===== src/rtl/irq_router_pkg.sv =====
package irq_router_pkg;

  typedef enum logic [1:0] {
    ROUTE_OWN  = 2'b00,
    ROUTE_ANY  = 2'b01,
    ROUTE_DRDY = 2'b10,
    ROUTE_BOOT = 2'b11
  } route_e;

  // Per-path control field: hold bit above the 2-bit route code
  typedef struct packed {
    logic   hold_en;
    route_e route;
  } path_ctrl_t;

  localparam int PATH_CTRL_W = $bits(path_ctrl_t);

  function automatic logic route_pick(route_e code, logic own, logic any,
                                      logic drdy, logic boot);
    logic res;
    unique case (code)
      ROUTE_OWN:  res = own;
      ROUTE_ANY:  res = any;
      ROUTE_DRDY: res = drdy;
      default:    res = boot;
    endcase
    return res;
  endfunction

  function automatic logic hold_next(logic hold_en, logic cond, logic held,
                                     logic clr);
    return hold_en & (cond | (held & ~clr));
  endfunction

endpackage


===== src/rtl/irq_hold_cell.sv =====
module irq_hold_cell
  import irq_router_pkg::*;
(
  input  logic clk,
  input  logic rst_n,
  input  logic hold_en,
  input  logic cond,
  input  logic clr_rd,
  output logic held,
  output logic req
);

  always_ff @(posedge clk or negedge rst_n) begin
    if (!rst_n) held <= 1'b0;
    else        held <= hold_next(hold_en, cond, held, clr_rd);
  end

  assign req = hold_en ? (held | cond) : cond;

endmodule


===== src/rtl/irq_pad_sel.sv =====
module irq_pad_sel
  import irq_router_pkg::*;
(
  input  logic   clk,
  input  logic   rst_n,
  input  route_e route,
  input  logic   own,
  input  logic   any,
  input  logic   drdy,
  input  logic   boot,
  output logic   pad
);

  always_ff @(posedge clk or negedge rst_n) begin
    if (!rst_n) pad <= 1'b0;
    else        pad <= route_pick(route, own, any, drdy, boot);
  end

endmodule


===== src/rtl/irq_ctrl_regs.sv =====
module irq_ctrl_regs #(
  parameter int DATA_W   = 8,
  parameter int ADDR_W   = 2,
  parameter int NPATH    = 2,
  parameter int CTRL_W   = 6,
  parameter int SRC_BASE = 1
) (
  input  logic              clk,
  input  logic              rst_n,
  input  logic              we,
  input  logic              re,
  input  logic [ADDR_W-1:0] addr,
  input  logic [DATA_W-1:0] wdata,
  input  logic [NPATH-1:0]  req,
  output logic [CTRL_W-1:0] ctrl,
  output logic [NPATH-1:0]  clr,
  output logic [DATA_W-1:0] rdata
);

  localparam logic [ADDR_W-1:0] CTRL_ADDR = '0;

  logic [NPATH-1:0] hit;

  always_ff @(posedge clk or negedge rst_n) begin
    if (!rst_n)                       ctrl <= '0;
    else if (we && addr == CTRL_ADDR) ctrl <= wdata[CTRL_W-1:0];
  end

  for (genvar k = 0; k < NPATH; k++) begin : g_dec
    assign hit[k] = (addr == ADDR_W'(SRC_BASE + k));
    assign clr[k] = re & hit[k];
  end

  always_comb begin
    rdata = '0;
    if (addr == CTRL_ADDR) rdata = DATA_W'(ctrl);
    for (int k = 0; k < NPATH; k++)
      if (hit[k]) rdata = DATA_W'(req[k]);
  end

endmodule


===== src/rtl/irq_pad_router.sv =====
module irq_pad_router
  import irq_router_pkg::*;
#(
  parameter int DATA_W = 8,
  parameter int ADDR_W = 2
) (
  input  logic              clk,
  input  logic              rst_n,
  input  logic [1:0]        irq_src_i,
  input  logic              drdy_i,
  input  logic              boot_i,
  input  logic              reg_we_i,
  input  logic              reg_re_i,
  input  logic [ADDR_W-1:0] reg_addr_i,
  input  logic [DATA_W-1:0] reg_wdata_i,
  output logic [DATA_W-1:0] reg_rdata_o,
  output logic [1:0]        pad_o
);

  localparam int NPATH  = 2;
  localparam int CTRL_W = NPATH * PATH_CTRL_W;

  // Internal events, named for the bound checker
  logic [CTRL_W-1:0]  ctrl_w;
  logic [NPATH-1:0]   req_w;
  logic [NPATH-1:0]   held_w;
  logic [NPATH-1:0]   clr_w;
  logic [NPATH-1:0]   len_w;
  logic [2*NPATH-1:0] sel_w;
  logic               any_w;

  irq_ctrl_regs #(
    .DATA_W(DATA_W), .ADDR_W(ADDR_W), .NPATH(NPATH),
    .CTRL_W(CTRL_W), .SRC_BASE(1)
  ) regs_i (
    .clk(clk), .rst_n(rst_n), .we(reg_we_i), .re(reg_re_i),
    .addr(reg_addr_i), .wdata(reg_wdata_i), .req(req_w),
    .ctrl(ctrl_w), .clr(clr_w), .rdata(reg_rdata_o)
  );

  assign any_w = |req_w;

  for (genvar k = 0; k < NPATH; k++) begin : g_path
    path_ctrl_t pc;
    assign pc             = ctrl_w[k*PATH_CTRL_W +: PATH_CTRL_W];
    assign len_w[k]       = pc.hold_en;
    assign sel_w[2*k +: 2] = pc.route;

    irq_hold_cell hold_i (
      .clk(clk), .rst_n(rst_n), .hold_en(pc.hold_en), .cond(irq_src_i[k]),
      .clr_rd(clr_w[k]), .held(held_w[k]), .req(req_w[k])
    );

    irq_pad_sel pad_i (
      .clk(clk), .rst_n(rst_n), .route(pc.route), .own(req_w[k]),
      .any(any_w), .drdy(drdy_i), .boot(boot_i), .pad(pad_o[k])
    );
  end

endmodule


===== config.mk =====
export PLATFORM = sky130hd
export DESIGN_NAME = irq_pad_router
export DESIGN_NICKNAME = d
export VERILOG_FILES = /design/src/rtl/irq_router_pkg.sv /design/src/rtl/irq_hold_cell.sv /design/src/rtl/irq_pad_sel.sv /design/src/rtl/irq_ctrl_regs.sv /design/src/rtl/irq_pad_router.sv
export SDC_FILE = /design/constraint.sdc
export NUM_CORES = 1
export LEC_CHECK = 0
export ABC_AREA = 1
export BUFFER_PORTS_ARGS = -buffer_cell sky130_fd_sc_hd__buf_2
export CORE_MARGIN = 5
export CORE_UTILIZATION = 30
export DETAILED_ROUTE_END_ITERATION = 6
export SYNTH_ARGS = -nofsm -noshare
export SYNTH_HDL_FRONTEND = slang
export SYNTH_SLANG_ARGS = --single-unit

===== constraint.sdc =====
create_clock -name clk -period 0.9 [get_ports clk]
set_clock_uncertainty 0.2 [all_clocks]
set_input_delay 0.045 -clock clk [delete_from_list [all_inputs] [get_ports clk]]
set_output_delay 0.045 -clock clk [all_outputs]
set_load 0.05 [all_outputs]

==> key figures <==
Yosys
  – Async SR Flop Fraction: 100%
  – Cells after Synth: 76
  – Synth area leader: dfrtp_1
  – Synth top area share: between 40% and 50%
  – Synth cell count leaders: nand2_1 (14), inv_1 (13), nor2_1 (12), dfrtp_1 (10), a21oi_2 (6)
  – Yosys warns: 0
  – Seq/Total Area, Yosys: between 40% and 50%
  – Post-synth EDFFs: 0
  – Post-Synthesis Cell Area: roughly 580 µm²
  – Syn Area/Cell: between 7 and 8 µm²
  – Flops & latches, synth: 10
  – Largest cells by area after synthesis: dfrtp_1 (43%), nand2_1 (9.1%), a21oi_2 (9.1%), inv_1 (8.5%), nor2_1 (7.8%)
  – Post-synth cell types: 12
  – Most frequent cell after synthesis: nand2_1
  – Most used flip-flop cell after synthesis: dfrtp_1

GRT
  – Vias in the first global route: ~670
  – Grt ovf: 0
  – First-pass GRT wire length: roughly 2600 µm
  – Initial antenna violation count: 0
  – Total track usage: between 10% and 20%
  – Largest net degree at the start of global routing: 13

Setup path
  – Max Fanout on Critical Path: 2
  – Slowest CP cell: dfrtp_1
  – Top delay family on crit path: flip-flops
  – Max incr delay on CP: 0.38 ns
  – Startpoint types: flop
  – Kind of end point of the critical path: output pin
  – CP required: roughly 0.65 ns
  – Worst Reg-to-Reg Cells: 6
  – CP Buf/Inv Count: 1
  – Cell Chain, Critical Path: nand2_1 > nand2_2 > nand3_2 > nand3_4 > buf_6
  – Reg2reg end: g_path[0].pad_i.pad
  – CP Class: reg2out
  – Flop2flop setup slack: -0.29 ns
  – Worst EP arrival: between 1 and 1.5 ns
  – Worst r2r src: g_path[0].hold_i.held

Finish
  – Nets: 144
  – Number of fill cells: 162
  – Area of the multi-input gates: between 300 and 400 µm²
  – Antenna diodes: 0
  – Util after Layout: a little over three fifths
  – Register area: around 250 µm²
  – Area grow syn2layout: 93.5%
  – Layout cells sized above 1: 63.2%
  – Final Instance Area: around 1100 µm²
  – Final Non-Filler Cells: 150

Status
  – Failing checks: hold timing, setup timing
  – Run status: complete, but fails checks

Place
  – GP Congestion: 0.794
  – Cell Area, Placed: 846 µm²
  – Dpl hpwl: 1120 µm
  – Placed Cells: about 130
  – IO buf count: 23

Timing
  – Setup ws final: -0.404 ns
  – Fin crit share: 145%
  – Final period demand of the worst path: approximately 1.3 ns
  – RSZ-0062 raised after global routing: true
  – WHS: -0.113 ns
  – Max Slew Vio Count: 0
  – Final Hold Vio Count: 15
  – Final setup viols: 16
  – F_max: 767 MHz

Detailed routing
  – DRT met1 WL: 579 µm
  – Top sig layer: met4
  – DRC viols: 0
  – Post-DRT Antenna Nets: 0
  – Metal2 WL: 818 µm
  – WL met3: about 96 µm
  – Number of DRC markers in iteration 0: 4
  – Vias per inst: roughly 4.2
  – Drt first pass iters: 2
  – Via count: between 600 and 700
  – Routed WL per cell: ~10 µm
  – Final WL: between 1500 and 2000 µm

Power
  – Clock power frac: between 20% and 30%
  – Lkg Pwr: roughly 0.00056 µW
  – Comb pwr share: 46.4%
  – PD cells: around 1600 nW/µm²
  – Psw: around 650 µW
  – Max IR drop VDD: roughly 1.1 mV
  – Sequential Power Share: between 30% and 40%
  – Switching part of the total: 35.9%
  – Pint: 1170 µW

Floorplan
  – Io pins: 28
  – Die Area: between 2000 and 3000 µm²
  – Die Span Y: about 54 µm
  – Row count: 15
  – Die X: roughly 54 µm
  – Core area: 1780 µm²
  – Initial Util: roughly a third

Run
  – Max-cap violations: 0

Clock tree
  – CTS tree: yes
  – Clock buffer depth: 2
  – Clock Sinks: 10
  – TritonCTS buffer count: 3
  – Clk pin slew, worst setup/hold paths: around 0.070 ns
  – CTS root buf: clkbuf_4
  – H-tree depth: 1
  – CTS Hold Bufs: 9
  – Clock Latency Late Sink: roughly 0.26 ns

Hold path
  – Hold_sp: reg_re_i
  – Hold EP: g_path[0].hold_i.held
  – Hold crit path type: in2reg
  – WHS Path Cells: 4
==> worst max path at each step <==
stage,cells past startpoint,start,to,slack (ns)
2_1_floorplan,4,g_path[1].hold_i.held,reg_rdata_o[0],-0.06
3_3_place_gp,5,reg_addr_i[1],reg_rdata_o[5],-0.21
3_5_place_dp,5,reg_addr_i[1],reg_rdata_o[2],-0.23
4_1_cts,5,g_path[1].hold_i.held,reg_rdata_o[0],-0.42
5_1_grt,5,regs_i.ctrl[5],reg_rdata_o[0],-0.48
6_report,5,regs_i.ctrl[5],reg_rdata_o[0],-0.40
==> logic make-up after synthesis <==
kind of cell	after synthesis	synth area share, %
AOI/OAI and AO/OA	10	12.6
buffers and inverters	18	15.6
DFF	10	43.4
other	1	0.650
and+or+nand+nor	37	27.8
==> stage by stage <==
step | setup TNS [ns] | setup WS (ns) | power [µW]
floorplan | -0.237 | -0.0640 | 1030
global placement | -2.48 | -0.214 | 1190
detailed placement | -2.78 | -0.234 | 1200
CTS | -3.15 | -0.423 | 1800
global route | -3.96 | -0.476 | 1940
finish | -3.13 | -0.404 | 1820
==> sequential cells by signal, summed over array words and instances (netlist names) <==
register            cells
g_path.hold_i.held      2
g_path.pad_i.pad        2
regs_i.ctrl             6
==> placed cells by master (no fill, tap or decap) <==
| cell | count |
|---|---|
| a21oi_1 | 2 |
| a21oi_2 | 8 |
| buf_12 | 1 |
| buf_2 | 15 |
| buf_4 | 11 |
| buf_6 | 12 |
| buf_8 | 1 |
| clkbuf_4 | 3 |
| clkbuf_8 | 1 |
| conb_1 | 2 |
| dfrtp_1 | 9 |
| dfrtp_2 | 1 |
| dlygate4sd3_1 | 9 |
| inv_1 | 7 |
| inv_2 | 5 |
| inv_4 | 1 |
| nand2_1 | 10 |
| nand2_2 | 5 |
| nand3_1 | 2 |
| nand3_2 | 2 |
| nand3_4 | 1 |
| nor2_1 | 5 |
| nor2_2 | 6 |
| nor2_4 | 6 |
==> routing by layer <==
layer	track usage, %	vias to the layer above
li1	-	321
met1	13.9	287
met2	21.6	20
met3	3.60	2
met4	4.26	0
met5	0	-
==> what timing repair did <==
item / in CTS / in global routing
buffers inserted: 8 / 3
hold endpoints to repair: 20 / 15
setup endpoints to repair: 16 / 18
resized for setup: 25 / 10
pin swaps: 2 / 3
==> power groups by stage <==
| stage | registers [µW] | clock network, µW | logic [µW] |
|---|---|---|---|
| after floorplan | 578 | 0 | 450 |
| after global placement | 585 | 0 | 606 |
| after detailed placement | 587 | 0 | 615 |
| after CTS | 575 | 409 | 821 |
| after global routing | 590 | 440 | 912 |
| final | 577 | 397 | 844 |
==> final cells by class <==
cell class	count	share of cell area, %
multi-input cells	49	29.4
repair buffers	49	37.4
clock buffers	4	3.25
flip-flops and latches	10	22.5
inverters	13	4.60
well taps	25	2.80
==> worst min-delay path, delay by kind of cell <==
| family | cells | cell delay [ns] |
|---|---|---|
| buffers and inverters | 1 | 0.09 |
| AND/OR/NAND/NOR | 2 | 0.13 |
| AO/OA/AOI/OAI | 1 | 0.05 |
Power figures use the tool's default switching activity.
